--- src/rtl/idle_gap_pkg.sv ---
package idle_gap_pkg;

    localparam int CODE_W      = 2;
    localparam int FIELDS      = 5;
    localparam int GROUP_W     = CODE_W * FIELDS;
    localparam int COUNT_W     = 3;
    localparam int MAX_IDLE    = 4;

    // position of each field inside one space's group
    typedef enum logic [2:0] {
        FLD_AFTER_WRITE = 3'd0,
        FLD_RW_DIFF     = 3'd1,
        FLD_RW_SAME     = 3'd2,
        FLD_RR_DIFF     = 3'd3,
        FLD_RR_SAME     = 3'd4
    } field_e;

    function automatic logic [COUNT_W-1:0] decode_idle(input logic [CODE_W-1:0] code);
        logic [COUNT_W-1:0] cnt;
        case (code)
            2'd0:    cnt = 3'd0;
            2'd1:    cnt = 3'd1;
            2'd2:    cnt = 3'd2;
            default: cnt = 3'd4;
        endcase
        return cnt;
    endfunction

endpackage

--- src/rtl/idle_need_calc.sv ---
module idle_need_calc
    import idle_gap_pkg::*;
#(
    parameter int NUM_SPACES = 4,
    parameter int SPACE_W    = (NUM_SPACES > 1) ? $clog2(NUM_SPACES) : 1
) (
    input  logic [GROUP_W*NUM_SPACES-1:0] cfg_idle_i,
    input  logic [CODE_W-1:0]             cfg_dma_idle_i,
    input  logic                          cfg_dma_any_i,
    input  logic                          has_prev_i,
    input  logic                          prev_write_i,
    input  logic [SPACE_W-1:0]            prev_space_i,
    input  logic                          prev_dma_i,
    input  logic                          nxt_write_i,
    input  logic [SPACE_W-1:0]            nxt_space_i,
    input  logic                          nxt_dma_i,
    output logic [COUNT_W-1:0]            need_o
);

    logic [GROUP_W-1:0] group_a [NUM_SPACES];

    for (genvar s = 0; s < NUM_SPACES; s++) begin : g_unpack
        assign group_a[s] = cfg_idle_i[s*GROUP_W +: GROUP_W];
    end

    logic [GROUP_W-1:0] prev_group;
    field_e             fld;
    logic [CODE_W-1:0]  cls_code;
    logic [COUNT_W-1:0] cls_cnt;
    logic [COUNT_W-1:0] dma_cnt;
    logic               dma_hit;
    logic               same_space;

    always_comb begin
        prev_group = '0;
        if (32'(prev_space_i) < NUM_SPACES) begin
            prev_group = group_a[prev_space_i];
        end

        same_space = (prev_space_i == nxt_space_i);

        if (prev_write_i) begin
            fld = FLD_AFTER_WRITE;
        end else if (nxt_write_i) begin
            fld = same_space ? FLD_RW_SAME : FLD_RW_DIFF;
        end else begin
            fld = same_space ? FLD_RR_SAME : FLD_RR_DIFF;
        end

        cls_code = prev_group[32'(fld)*CODE_W +: CODE_W];
        cls_cnt  = decode_idle(cls_code);

        dma_hit  = prev_dma_i && (cfg_dma_any_i || !nxt_dma_i);
        dma_cnt  = dma_hit ? decode_idle(cfg_dma_idle_i) : '0;

        if (!has_prev_i) begin
            need_o = '0;
        end else if (dma_cnt > cls_cnt) begin
            need_o = dma_cnt;
        end else begin
            need_o = cls_cnt;
        end
    end

endmodule

--- src/rtl/idle_gap_timer.sv ---
module idle_gap_timer
    import idle_gap_pkg::*;
#(
    parameter int SAT = MAX_IDLE
) (
    input  logic               clk,
    input  logic               rst_n,
    input  logic               clear_i,
    input  logic               run_i,
    output logic [COUNT_W-1:0] gap_o
);

    typedef struct packed {
        logic [COUNT_W-1:0] gap;
    } tmr_t;

    tmr_t tmr_d, tmr_q;

    always_comb begin
        tmr_d = tmr_q;
        if (clear_i) begin
            tmr_d.gap = '0;
        end else if (run_i && (32'(tmr_q.gap) < SAT)) begin
            tmr_d.gap = tmr_q.gap + 1'b1;
        end
    end

    always_ff @(posedge clk or negedge rst_n) begin
        if (!rst_n) begin
            tmr_q <= '0;
        end else begin
            tmr_q <= tmr_d;
        end
    end

    assign gap_o = tmr_q.gap;

    AST_GAP_STEP: assert property (@(posedge clk) disable iff (!rst_n)
        (!clear_i && run_i && (32'(gap_o) < SAT)) |=> (gap_o == $past(gap_o) + 1'b1))
        else $error("idle gap counter did not advance");

    AST_GAP_CLEAR: assert property (@(posedge clk) disable iff (!rst_n)
        clear_i |=> (gap_o == '0))
        else $error("idle gap counter not cleared at access end");

endmodule

--- src/rtl/idle_gap_inserter.sv ---
module idle_gap_inserter
    import idle_gap_pkg::*;
#(
    parameter int NUM_SPACES = 4,
    parameter int SPACE_W    = (NUM_SPACES > 1) ? $clog2(NUM_SPACES) : 1
) (
    input  logic                               clk,
    input  logic                               rst_n,
    input  logic [10*NUM_SPACES-1:0]           cfg_idle_i,
    input  logic [1:0]                         cfg_dma_idle_i,
    input  logic                               cfg_dma_any_i,
    input  logic                               req_valid_i,
    input  logic                               req_write_i,
    input  logic [SPACE_W-1:0]                 req_space_i,
    input  logic                               req_dma_ext_i,
    input  logic                               acc_end_i,
    output logic                               start_o,
    output logic                               busy_o
);

    typedef struct packed {
        logic               in_access;
        logic               has_prev;
        logic               prev_write;
        logic               prev_dma;
        logic [SPACE_W-1:0] prev_space;
    } seq_t;

    seq_t seq_d, seq_q;

    logic [COUNT_W-1:0] need;
    logic [COUNT_W-1:0] gap;
    logic               waiting;
    logic               grant;

    idle_need_calc #(
        .NUM_SPACES (NUM_SPACES),
        .SPACE_W    (SPACE_W)
    ) u_need (
        .cfg_idle_i     (cfg_idle_i),
        .cfg_dma_idle_i (cfg_dma_idle_i),
        .cfg_dma_any_i  (cfg_dma_any_i),
        .has_prev_i     (seq_q.has_prev),
        .prev_write_i   (seq_q.prev_write),
        .prev_space_i   (seq_q.prev_space),
        .prev_dma_i     (seq_q.prev_dma),
        .nxt_write_i    (req_write_i),
        .nxt_space_i    (req_space_i),
        .nxt_dma_i      (req_dma_ext_i),
        .need_o         (need)
    );

    idle_gap_timer #(
        .SAT (MAX_IDLE)
    ) u_timer (
        .clk     (clk),
        .rst_n   (rst_n),
        .clear_i (acc_end_i),
        .run_i   (!seq_q.in_access),
        .gap_o   (gap)
    );

    always_comb begin
        seq_d   = seq_q;
        waiting = req_valid_i && !seq_q.in_access && (gap < need);
        grant   = req_valid_i && !seq_q.in_access && (gap >= need);

        if (grant) begin
            seq_d.in_access  = 1'b1;
            seq_d.has_prev   = 1'b1;
            seq_d.prev_write = req_write_i;
            seq_d.prev_dma   = req_dma_ext_i;
            seq_d.prev_space = req_space_i;
        end else if (acc_end_i) begin
            seq_d.in_access  = 1'b0;
        end
    end

    always_ff @(posedge clk or negedge rst_n) begin
        if (!rst_n) begin
            seq_q <= '0;
        end else begin
            seq_q <= seq_d;
        end
    end

    assign start_o = grant;
    assign busy_o  = waiting;

    AST_FIRST_ZERO: assert property (@(posedge clk) disable iff (!rst_n)
        !seq_q.has_prev |-> (need == '0))
        else $error("nonzero idle count with no previous access");

    AST_NEED_CODE: assert property (@(posedge clk) disable iff (!rst_n)
        (need == 3'd0) || (need == 3'd1) || (need == 3'd2) || (need == 3'd4))
        else $error("idle count outside the encodable set");

    AST_DMA_FLOOR: assert property (@(posedge clk) disable iff (!rst_n)
        (seq_q.has_prev && seq_q.prev_dma && cfg_dma_any_i)
            |-> (need >= decode_idle(cfg_dma_idle_i)))
        else $error("DMA idle count not honoured in any-access mode");

    AST_BUSY_EXCL: assert property (@(posedge clk) disable iff (!rst_n)
        busy_o |-> !start_o)
        else $error("busy and start together");

    AST_START_ONCE: assert property (@(posedge clk) disable iff (!rst_n)
        start_o |=> !start_o)
        else $error("second start strobe for one access");

    AST_END_LEGAL: assert property (@(posedge clk) disable iff (!rst_n)
        acc_end_i |-> seq_q.in_access)
        else $error("access end without a running access");

endmodule

--- config.mk ---
export PLATFORM = sky130hd
export DESIGN_NAME = idle_gap_inserter
export DESIGN_NICKNAME = d
export VERILOG_FILES = /design/src/rtl/idle_gap_pkg.sv /design/src/rtl/idle_need_calc.sv /design/src/rtl/idle_gap_timer.sv /design/src/rtl/idle_gap_inserter.sv
export SDC_FILE = /design/constraint.sdc
export NUM_CORES = 1
export LEC_CHECK = 0
export BUFFER_PORTS_ARGS = -buffer_cell sky130_fd_sc_hd__buf_2
export CAP_MARGIN = 20
export CORE_MARGIN = 2
export CORE_UTILIZATION = 25
export DETAILED_ROUTE_END_ITERATION = 10
export PLACE_DENSITY = 0.6
export SYNTH_ARGS = -nofsm -noshare
export SYNTH_HDL_FRONTEND = slang
export SYNTH_SLANG_ARGS = --single-unit
--- constraint.sdc ---
create_clock -name clk -period 10.9 [get_ports clk]
set_input_delay 3.27 -clock clk [delete_from_list [all_inputs] [get_ports clk]]
set_output_delay 3.27 -clock clk [all_outputs]
set_load 0.02 [all_outputs]
==> flow_summary.yaml <==
logic_synthesis:
  ys_types: 46
  synth_edf_count: 0
  syn_inst: 99
  synth-seq-cells: 9
  synth_seq_area_share_pct: 20.8
  synth_common_cells: "dfrtp_1 (9), ha_1 (8), mux4_2 (8)"
  yosysMostFrequentCell: "dfrtp_1"
  synthTopCellsByArea: "dfrtp_1 (21%), mux4_2 (17%), ha_1 (9.2%)"
  synth_nets: 158
  syn-cell-area_mm2: 0.00108
  async_flop_share_pct: 100
  avgSynthCellArea_um2: 10.9
  synth_top_flop_cell: "dfrtp_1"
  ys_warn_count: 0
  synth_top_area_share_pct: 20.8
  yosysTopAreaCell: "dfrtp_1"
timing:
  rsz0062_at_grt: "no"
  setup-tns-final_ps: 0
  finalSetupViolCount: 0
  slew_violations: 0
  finalCritPeriodShare_pct: 95.6
  slew_headroom_pct: 51.5
  finalHoldViolations: 0
  clock-skew-final_ps: 1.09
  fin_crit_ps: 10420
  worstMarginPinSlew_ps: 727
  fmax_mhz: 95.9
setup_path:
  crit_chain: "buf_2 -> xnor2_1 -> nand2_2 -> inv_1 -> ha_1 -> nor3_1 -> nand3_1 -> o41ai_4 -> nand2_1 -> ha_1 -> nor2b_1 -> o21ai_0 -> a32o_1 -> o311ai_0 -> o2111ai_1 -> ha_1 -> a21o_1 -> a21oi_1 -> a21oi_1 -> buf_2"
  worstPathMaxFanout: 6
  critPathMaxStageDelay_ps: 440
  critPathCaptureType: "primary output"
  worstPathRequired_ps: 7630
  crit_path_start_kind: "primary input"
  path_delay_family: "compound AO/OA/AOI/OAI gates"
  critPathBufInv: 3
  crit_top_cell: "ha_1"
  path_class: "primary input to primary output"
  cp_slowest_cell: "nor3_1"
  crit_arrival_ps: 7150
global_route:
  grt_use_total_pct: 11.6
  grt_pass1_vias: 1028
  overflow: 0
  grt_max_degree: 14
  grt_pass1_wl_um: 4540
  antenna_found_initial: 0
drt:
  routed_wl_um: 2700
  num_vias: 994
  firstDrtPassIters: 4
  drtAntennaViolNets: 0
  routed_via_density: 4.87
  drcViolationCount: 0
  drtIter0Drc: 28
  routedWlPerCell_um: 13.3
floorplan:
  dieHeight_um: 69.8
  die_area_mm2: 0.00488
  die-width_um: 69.8
  initial_utilization_pct: 26.5
  core_mm2: 0.00409
  rows: 23
  io-pin-count: 53
job:
  max_cap_violations: 0
power:
  p_int_mw: 0.268
  leakagePower_nw: 0.673
  power_frac_seq_pct: 16.6
  p_sw_share_pct: 45.7
  clockPowerShare_pct: 8.0
  vdd_drop_max_mv: 0.141
  p_sw_mw: 0.226
  combPwrFrac_pct: 75.4
  cellPowerDensity_mw_per_mm2: 343
cells_and_area:
  register_area_um2: 225
  instances_no_fill: 204
  multi_input_area_um2: 816
  area_growth_pct: 33.1
  fin_nets: 214
  fill_cells: 432
  final_layout_size_suffix_gt1_share_pct: 50.0
  antenna_cells: 0
clock_network:
  cts_buffers: 3
  clockBufferDepth: 2
  cts_htree_levels: 1
  cts_setup_buffers: 0
  cts.clk_slew.worst_paths_ps: 40
  cts_resized: 0
  cts_tree: "yes"
  cts_hold_buf: 0
  clkSinkCount: 9
  cts_root_buf: "clkbuf_8"
  insertion_delay_ps: 240
placement:
  hpwl_um: 2310
  place_inst: 200
  portBuffers: 52
  place_congestion: 0.798
outcome:
  status: "completed"
worst_hold_path:
  hp-class: "flip-flop to flip-flop"
==> area by class of cell <==
type | instances | area share (%)
clock buffer | 4 | 3.12
multi-input combinational | 81 | 56.5
timing repair buffer | 53 | 18.6
sequential | 9 | 15.6
inverter | 7 | 1.82
tap | 50 | 4.34
==> power groups by stage <==
stage / registers (mW) / logic, mW / clock network [mW]
after CTS: 0.0822 / 0.377 / 0.0402
final: 0.0821 / 0.373 / 0.0394
after detailed placement: 0.0825 / 0.376 / 0
after global placement: 0.0822 / 0.376 / 0
after global routing: 0.0865 / 0.414 / 0.0430
after floorplan: 0.0628 / 0.319 / 0
==> logic make-up (layout without fill, tap and decap cells) <==
kind of cell    Yosys count  count (layout)  synth area share, %
simple gates             28              28                 14.1
compound gates           26              26                 21.6
mux                      14              14                 25.6
flops                     9               9                 20.8
buf+inv                   9              64                 3.93
fa+ha+maj                 8               8                 9.24
xor+xnor                  5               5                 4.74
==> state kept, by name, summed over array words and instances (netlist names) <==
| signal | cells |
|---|---|
| u_timer.gap_o | 3 |
| seq_q | 6 |
==> path summary, 6_finish.rpt <==
path / cells after the start / slack, ps / endpoint / from
worst max-delay path: 20 / 480 / start_o / req_space_i[1]
worst min-delay path: 1 / 480 / seq_q[2] / seq_q[2]
worst max register to register: 20 / 5920 / seq_q[1] / seq_q[0]
worst min register to register: 1 / 480 / seq_q[2] / seq_q[2]
max in group asynchronous: 1 / 7850 / seq_q[1] / rst_n
min in group asynchronous: 1 / 2870 / u_timer.gap_o[2] / rst_n
==> placed cells by master (no fill, tap or decap), drive strengths merged, types with 2 or more instances in the layout <==
master / synthesis / final
buf: 2 / 53
mux4: 10 / 10
dfrtp: 9 / 9
ha: 8 / 8
inv: 7 / 7
nand2: 7 / 7
nor2: 6 / 6
a21oi: 5 / 5
o21ai: 4 / 4
mux2: 4 / 4
clkbuf: 0 / 4
and3: 3 / 3
nand3: 3 / 3
xnor2: 3 / 3
xor2: 2 / 2
nor2b: 2 / 2
==> per-layer routing <==
layer | vias up | part of all wire [%] | track usage [%]
li1 | 505 | - | -
met1 | 469 | 45 | 14.2
met2 | 16 | 52 | 19.7
met3 | 4 | 1.6 | 1.16
met4 | 0 | 1.5 | 6.41
met5 | - | 0 | 0
==> metrics by stage <==
stage                     utilization, %  power [mW]  area (um^2)  setup WS [ps]  hold WS (ps)
after floorplan                        -       0.382         1080            911           451
after global placement              34.2       0.458         1400            582           467
after detailed placement            34.2       0.458         1400            530           471
after CTS                           35.3       0.499         1440            497           479
after global routing                35.3       0.544         1440           70.9           484
final                               35.3       0.494         1440            477           480
No activity file was read; power rests on OpenSTA's default activity.
